`src/rtl/srd_pkg.sv`:
```
package srd_pkg;
   localparam int STAT_BITS = 8;
   localparam int STAT_IW   = $clog2(STAT_BITS);

   // frame positions; the host decodes this order
   localparam int POS_FILL  = 0;
   localparam int POS_OVF   = 1;
   localparam int POS_WAKE  = 2;
   localparam int POS_LBAT  = 3;
   localparam int POS_EMPTY = 4;
   localparam int POS_SIG_H = 5;
   localparam int POS_SIG_M = 6;
   localparam int POS_SIG_L = 7;

   typedef enum logic [1:0] {
      XFER_IDLE = 2'd0,
      XFER_READ = 2'd1,
      XFER_CTRL = 2'd2
   } xfer_e;
endpackage

```
`src/rtl/srd_sync.sv`:
```
module srd_sync #(
   parameter int   STAGES  = 2,
   parameter logic RST_VAL = 1'b0
) (
   input  logic clk,
   input  logic rst_n,
   input  logic d,
   output logic q
);
   logic [STAGES-1:0] chain_q;

   always_ff @(posedge clk or negedge rst_n) begin
      if (!rst_n) chain_q <= {STAGES{RST_VAL}};
      else        chain_q <= {chain_q[STAGES-2:0], d};
   end

   assign q = chain_q[STAGES-1];
endmodule

```
`src/rtl/srd_flags.sv`:
```
module srd_flags
   import srd_pkg::*;
#(
   parameter logic [STAT_BITS-1:0] LATCH_MASK = 8'b0000_1110
) (
   input  logic                 clk,
   input  logic                 rst_n,
   input  logic [STAT_BITS-1:0] stat_src,
   input  logic [STAT_BITS-1:0] clr_pos,
   output logic [STAT_BITS-1:0] frame_bits
);
   for (genvar i = 0; i < STAT_BITS; i++) begin : g_pos
      if (LATCH_MASK[i]) begin : g_held
         logic flag_q;
         // a new event wins over the clear of the same cycle
         always_ff @(posedge clk or negedge rst_n) begin
            if (!rst_n) flag_q <= 1'b0;
            else        flag_q <= (flag_q & ~clr_pos[i]) | stat_src[i];
         end
         assign frame_bits[i] = flag_q;
      end else begin : g_live
         assign frame_bits[i] = stat_src[i];
      end
   end
endmodule

```
`src/rtl/srd_frame.sv`:
```
module srd_frame
   import srd_pkg::*;
#(
   parameter  int FRAME_BITS = 16,
   localparam int OCW        = $clog2(FRAME_BITS + 1)
) (
   input  logic                 clk,
   input  logic                 rst_n,
   input  logic                 csn_s,
   input  logic                 sck_s,
   input  logic                 sdi_s,
   input  logic [STAT_BITS-1:0] frame_bits,
   output logic                 sdo,
   output logic                 ctl_xfer,
   output logic                 fall_evt,
   output logic [OCW-1:0]       bit_idx,
   output logic [STAT_BITS-1:0] clr_pos
);
   logic  sck_q;
   logic  rise_evt;
   logic  shift_now;
   logic  next_bit;
   xfer_e mode_q;

   assign rise_evt  = sck_s & ~sck_q;
   assign fall_evt  = ~sck_s & sck_q;
   assign shift_now = fall_evt & ~csn_s & (mode_q == XFER_READ);
   assign next_bit  = (bit_idx < OCW'(STAT_BITS)) ? frame_bits[bit_idx[STAT_IW-1:0]] : 1'b0;
   assign ctl_xfer  = (mode_q == XFER_CTRL);

   always_comb begin
      for (int i = 0; i < STAT_BITS; i++)
         clr_pos[i] = shift_now && (bit_idx == OCW'(i));
   end

   always_ff @(posedge clk or negedge rst_n) begin
      if (!rst_n) begin
         sck_q   <= 1'b0;
         mode_q  <= XFER_IDLE;
         bit_idx <= '0;
         sdo     <= 1'b0;
      end else begin
         sck_q <= sck_s;
         if (csn_s) begin
            mode_q  <= XFER_IDLE;
            bit_idx <= '0;
            sdo     <= 1'b0;
         end else begin
            // the opcode is decided by the first sampled bit alone
            if (rise_evt && mode_q == XFER_IDLE)
               mode_q <= sdi_s ? XFER_CTRL : XFER_READ;
            if (shift_now) begin
               sdo <= next_bit;
               if (bit_idx != OCW'(FRAME_BITS)) bit_idx <= bit_idx + 1'b1;
            end else if (fall_evt) begin
               sdo <= 1'b0;
            end
         end
      end
   end
endmodule

```
`src/rtl/srd_status_port.sv`:
```
module srd_status_port
   import srd_pkg::*;
#(
   parameter  int                   SYNC_STAGES = 2,
   parameter  int                   FRAME_BITS  = 16,
   parameter  logic [STAT_BITS-1:0] LATCH_MASK  = 8'b0000_1110,
   localparam int                   OCW         = $clog2(FRAME_BITS + 1)
) (
   input  logic                 clk,
   input  logic                 rst_n,
   input  logic                 spi_csn,
   input  logic                 spi_sck,
   input  logic                 spi_sdi,
   input  logic [STAT_BITS-1:0] stat_src,
   output logic                 spi_sdo,
   output logic                 ctl_xfer
);
   if (SYNC_STAGES < 2) begin : g_bad_sync
      $error("srd_status_port: SYNC_STAGES must be at least 2");
   end
   if (FRAME_BITS < STAT_BITS) begin : g_bad_frame
      $error("srd_status_port: FRAME_BITS must cover the status bits");
   end

   logic                 csn_s, sck_s, sdi_s;
   logic                 fall_evt;
   logic [OCW-1:0]       bit_idx;
   logic [STAT_BITS-1:0] frame_bits;
   logic [STAT_BITS-1:0] clr_pos;

   srd_sync #(.STAGES(SYNC_STAGES), .RST_VAL(1'b1)) u_sync_csn (
      .clk(clk), .rst_n(rst_n), .d(spi_csn), .q(csn_s));
   srd_sync #(.STAGES(SYNC_STAGES), .RST_VAL(1'b0)) u_sync_sck (
      .clk(clk), .rst_n(rst_n), .d(spi_sck), .q(sck_s));
   srd_sync #(.STAGES(SYNC_STAGES), .RST_VAL(1'b0)) u_sync_sdi (
      .clk(clk), .rst_n(rst_n), .d(spi_sdi), .q(sdi_s));

   srd_flags #(.LATCH_MASK(LATCH_MASK)) u_flags (
      .clk(clk), .rst_n(rst_n), .stat_src(stat_src),
      .clr_pos(clr_pos), .frame_bits(frame_bits));

   srd_frame #(.FRAME_BITS(FRAME_BITS)) u_frame (
      .clk(clk), .rst_n(rst_n), .csn_s(csn_s), .sck_s(sck_s), .sdi_s(sdi_s),
      .frame_bits(frame_bits), .sdo(spi_sdo), .ctl_xfer(ctl_xfer),
      .fall_evt(fall_evt), .bit_idx(bit_idx), .clr_pos(clr_pos));
endmodule

```
`config.mk`:
```
export PLATFORM = sky130hd
export DESIGN_NAME = srd_status_port
export DESIGN_NICKNAME = d
export VERILOG_FILES = /design/src/rtl/srd_pkg.sv /design/src/rtl/srd_sync.sv /design/src/rtl/srd_flags.sv /design/src/rtl/srd_frame.sv /design/src/rtl/srd_status_port.sv
export SDC_FILE = /design/constraint.sdc
export NUM_CORES = 1
export LEC_CHECK = 0
export ABC_CLOCK_PERIOD_IN_PS = 1600
export CAP_MARGIN = 20
export CORE_MARGIN = 2
export CORE_UTILIZATION = 40
export CTS_CLUSTER_DIAMETER = 120
export DETAILED_ROUTE_END_ITERATION = 8
export GPL_ROUTABILITY_DRIVEN = 1
export HOLD_SLACK_MARGIN = 0.15
export RECOVER_POWER = 25
export SLEW_MARGIN = 20
export SYNTH_ARGS = -nofsm -noshare
export SYNTH_HDL_FRONTEND = slang
export SYNTH_SLANG_ARGS = --single-unit
```
`constraint.sdc`:
```
create_clock -name clk -period 1.6 [get_ports clk]
set_input_delay 0.4 -clock clk [delete_from_list [all_inputs] [get_ports clk]]
set_output_delay 0.4 -clock clk [all_outputs]
set_load 0.02 [all_outputs]
```
Yosys cells after proc, flatten, opt, wreduce, memory -nomap -nowiden:

Cells that the tools add are included.

* $add $sub $neg: 1
* $mul: 0
* divide/modulo/power cells: 0
* magnitude comparators: 2
* equal/unequal tests: 6
* shifts and indexed selects: 0
* mux-type cells: 12
* bitwise gates (word level): 16
* reductions and logical operators: 10

Operators by type and width (number)
* 2-to-1 mux 5 bit: 3
* == test 5 x 2 -> 1 bit, second input constant: 2
* AND 1 bit: 7
* 2-to-1 mux 2 bit: 3
* inverter 1 bit: 6
* nonzero test 2 bit: 3
* adder 5 x 1 -> 5 bit, second input constant: 1
* == test 5 x 1 -> 1 bit, second input constant: 1
* < comparator 5 x 4 -> 1 bit, second input constant: 1
* 2-to-1 mux 1 bit: 5
* inequality test 5 bit, second input constant: 1
* logical AND 1 bit: 4
* < comparator 3 x 4 -> 1 bit, second input constant: 1
* binary-select mux 1 bit (select 3 bit): 1
* OR 1 bit: 3
* nonzero test 3 bit: 1
* == test 2 x 1 -> 1 bit, second input constant: 1
* == test 2 bit, second input constant: 1
* logical NOT 2 bit: 1
* AND reduction 2 bit: 1

* register bits after elaboration: 18
* latch bits: 0
* memory bits (writable): 0
* memory bits (read-only): 0
* input bits: 13
* word-level logic and storage cells: 57
* memories kept: 0

Logic depth before layout (Yosys ltp):

* depth after elaboration: 8
* depth in mapped cells: 5
* mapped depth without buffers: 5

Cells and area by module:

From an unflattened synthesis, not the netlist that was laid out.

* cell total of the unflattened synthesis: 90
* area total of the unflattened synthesis: 970.9 um^2

By module, submodules not included
* srd_frame: times used 1, cells each 67, area an instance 649.4 um^2
* srd_flags: times used 1, cells each 17, area an instance 168.9 um^2
* srd_sync (u_sync_sck ...): times used 2, cells each 2, area an instance 50.0 um^2
* srd_sync (u_sync_csn): times used 1, cells each 2, area an instance 52.6 um^2

Least setup slack after synthesis:

No wires, ideal clock.

* path type: reg-to-output
* start point: reg u_frame.mode_q[1]
* end point: out ctl_xfer
* arrival time: 1020 ps
* required time: 1200 ps
* setup slack: 180 ps
* cell stages (with the launch flop): 4
* cell sequence: dfrtp_1 clkbuf_1 inv_1 nor2_1

* longest elaborated chain between the ends: 1

Ends and longest elaborated chain
* start, declared: line srd_frame.sv:23 `xfer_e mode_q;`
* start signal, assigned: line srd_frame.sv:51 `mode_q <= sdi_s ? XFER_CTRL : XFER_READ;`
* == test 2 bit: line srd_frame.sv:29 `assign ctl_xfer = (mode_q == XFER_CTRL);`
* end, declared: line srd_status_port.sv:16 `output logic ctl_xfer`

Every way passes these cells.

Worst setup path in the final report:

* start point: reg u_sync_sck.chain_q[1]
* end point: reg u_frame.bit_idx[3]

* longest elaborated chain between the ends: 6

Ends and longest elaborated chain
* start, declared: line srd_sync.sv:10 `logic [STAGES-1:0] chain_q;`
* start signal, assigned: line srd_sync.sv:13 `if (!rst_n) chain_q <= {STAGES{RST_VAL}};`
* start signal, assigned: line srd_sync.sv:14 `else chain_q <= {chain_q[STAGES-2:0], d};`
* inverter 1 bit: line srd_frame.sv:26 `assign fall_evt = ~sck_s & sck_q;`
* AND 1 bit: line srd_frame.sv:26
* AND 1 bit (2 in series): line srd_frame.sv:27 `assign shift_now = fall_evt & ~csn_s & (mode_q == XFER_READ);`
* nonzero test 2 bit (no source line)
* AND reduction 2 bit (no source line)
* end signal, assigned: line srd_frame.sv:54 `if (bit_idx != OCW'(FRAME_BITS)) bit_idx <= bit_idx + 1'b1;`
* end, declared: line srd_frame.sv:16 `output logic [OCW-1:0] bit_idx,`

Every way passes these cells.
A chain may end at the register's enable or synchronous reset.

==> out/results.tsv <==
metric	value	unit
outcome	finished, final reports clean	
Starting Density	41.18	%
Worst-path clk slew	0.10	ns
CP endpoint kind	flop	
CORE AREA	2148	sq um
MaxCap Viol Count	0	
headroom to the max-slew limit	37.83	%
DP Area	1095	sq um
DRC Markers	0	
synthesized area	884.6	sq um
largest net degree at the start of global routing	19	
worst min path class	flop to flop	
Post-synth ARST share	100.0	%
Tcrit/Tclk final	92.14	%
Final Critical Period	1.474	ns
number of synthesized flops with an enable pin	0	
CP delay by family, top	simple AND/OR/NAND/NOR gates	
drt initial violations	4	
CTS Hold Buffers Added	0	
IO Pins	15	
share of the synthesized area in the top cell type	45.26	%
worst-margin pin slew	0.9325	ns
worst-path fanout max	6	
worst path bufs/invs	0	
Post-Syn Nets	94	
Critical Path AT	1.66	ns
CP cell instances	nand4bb_2, nor4_2, mux2_2	
# port buffers	14	
CTS tree	done	
WS Path Type	flop to flop	
GRT Util Overall	14.39	%
FP Rows	17	
routability congestion estimate	0.8324	
worst slack, placed	-0.02095	ns
Layout fillers	201	
#FFs+latches synth	18	
max-slew violations	0	
Diodes inserted	0	
Root Driver	clkbuf_4	
Setup Viol. Count Final	0	
CTS Sinks	18	
worst setup margin	0.1258	ns
Die Height	51.03	um
number of global-route vias before repair	602	
clk_lat worst skew	0.29	ns
layout cells sized above 1	21.43	%
first-pass GRT wire length	2677	um
DR pass1 iterations	4	
Routed Antenna Nets	0	
leading area contributor after synthesis	dfrtp_1	
Post-layout nets	116	
Peak VDD IR	418.7	uV
final WL	1632	um
total gr overflow	0	
Critical Path Source Type	flop	
initial antenna violation count	0	
slowest stage delay, CP	0.39	ns
HPWL after DPL	1235	um
Syn Inst Count	77	
cell area after layout	1140	sq um
Synth warnings	0	
average size of a mapped cell	11.49	sq um
Pleak	0.4584	nW
count leader, synth	dfrtp_1	
Primary FF master, synth	dfrtp_1	
total number of vias	654	
pwr/cell area	727.1	nW/um^2
CTS Buf Count	3	
die area	2604	sq um
drt via density	5.190	
WP data required	1.79	ns
Seq/Total Area, Yosys	51.20	%
synth unique cells	28	
area grow syn2layout	28.85	%
die extent in x	51.03	um
cts repair resizes	2	
postcts setup bufs	0	
Max clock buf depth	2	
Synth top cells by count	dfrtp_1 (16), inv_1 (8), nand2b_1 (6)	
clk_skew	0.002797	ns
worst-path cell with the longest stage delay	dfrtp_1	
DR WL/cell	12.95	um
unrepaired setup endpoints after global routing	no	
Total Power	0.8287	mW
H-Tree Depth	1	
synth top area cells	dfrtp_1 (45%), dfstp_2 (5.9%), ha_1 (5.7%)	
final hold vios	0	
fmax	678.3	MHz
[through the flow]
stage | setup TNS, ns | hold slack, ns | cells | util, %
final | 0 | 0.3573 | 126 | 53.06
after floorplan | 0 | 0.1044 | 77 | -
after CTS | 0 | 0.3622 | 126 | 52.53
after global routing | 0 | 0.3663 | 126 | 53.06
after detailed placement | -0.02095 | 0.3378 | 122 | 50.96
after global placement | 0 | 0.3355 | 122 | 50.96
[routing by layer]
layer	wire length [um]	part of all wire, %	GRT usage [%]
met1	728	45	19.06
met2	776	48	20.78
met3	57	3.5	2.632
met5	0	0	0
met4	69	4.2	10.81
[worst paths after layout]
check	startpoint	to	slack (ns)	depth (start not counted)
min in group asynchronous	rst_n	u_sync_sck.chain_q[1]	0.74	2
setup / recovery	u_sync_sck.chain_q[1]	u_frame.bit_idx[3]	0.13	3
hold reg to reg	u_sync_sck.chain_q[0]	u_sync_sck.chain_q[1]	0.36	0
hold / removal	u_sync_sck.chain_q[0]	u_sync_sck.chain_q[1]	0.36	0
max in group asynchronous	rst_n	u_flags.g_pos[2].g_held.flag_q	0.29	2
setup reg to reg	u_sync_sck.chain_q[1]	u_frame.bit_idx[3]	0.13	3
[cell type report]
cell class,instances,area [sq um],area share (%)
Inverter,8,30.03,2.634
Timing Repair Buffer,21,182.7,16.03
Multi-Input combinational cell,47,402.9,35.35
Clock buffer,4,36.28,3.183
Sequential cell,18,452.9,39.74
Tap cell,28,35.03,3.074
[placed cells by master, fill, tap and decap left out, types with 2 or more instances in the layout]
| cell type | n |
|---|---|
| nand2b_1 | 6 |
| nand4_1 | 3 |
| clkdlybuf4s50_1 | 8 |
| nor2_1 | 5 |
| buf_4 | 6 |
| nor2b_1 | 2 |
| mux4_2 | 2 |
| mux2i_1 | 3 |
| dfrtp_1 | 16 |
| dlygate4sd3_1 | 4 |
| dfstp_2 | 2 |
| a21oi_1 | 3 |
| o41ai_1 | 2 |
| inv_1 | 8 |
| clkbuf_4 | 3 |
| ha_1 | 4 |
| o31ai_1 | 2 |
| nand2_1 | 2 |
[state kept, by name, indices dropped and copies added, names as in the netlist]
register,cells
u_frame.bit_idx,5
u_frame.sck_q,1
u_sync_sdi.chain_q,2
u_flags.g_pos.g_held.flag_q,3
u_sync_csn.chain_q,2
u_frame.mode_q,2
u_sync_sck.chain_q,2
u_frame.sdo,1
[worst reg2reg max path, cell delays in order, from the launching register on]
cell and delay [ns]:
dfrtp_1 0.39, nand4bb_2 0.34, nor4_2 0.29, mux2_2 0.36
[power breakdown]
part	switching (mW)	leakage, nW	internal (mW)
Clock	0.139	0.0210	0.139
Combinational	0.0313	0.221	0.0445
Sequential	0.00680	0.216	0.469
[cells by family after synthesis]
kind of cell	count (synthesis)	synth area share, %
AO/OA/AOI/OAI	10	7.637
multiplexers	6	9.759
adder cells (fa/ha/maj)	4	5.658
AND/OR/NAND/NOR	27	20.37
flip-flops	18	51.20
buffers and inverters	12	5.374
(Power assumes the default switching activity.)
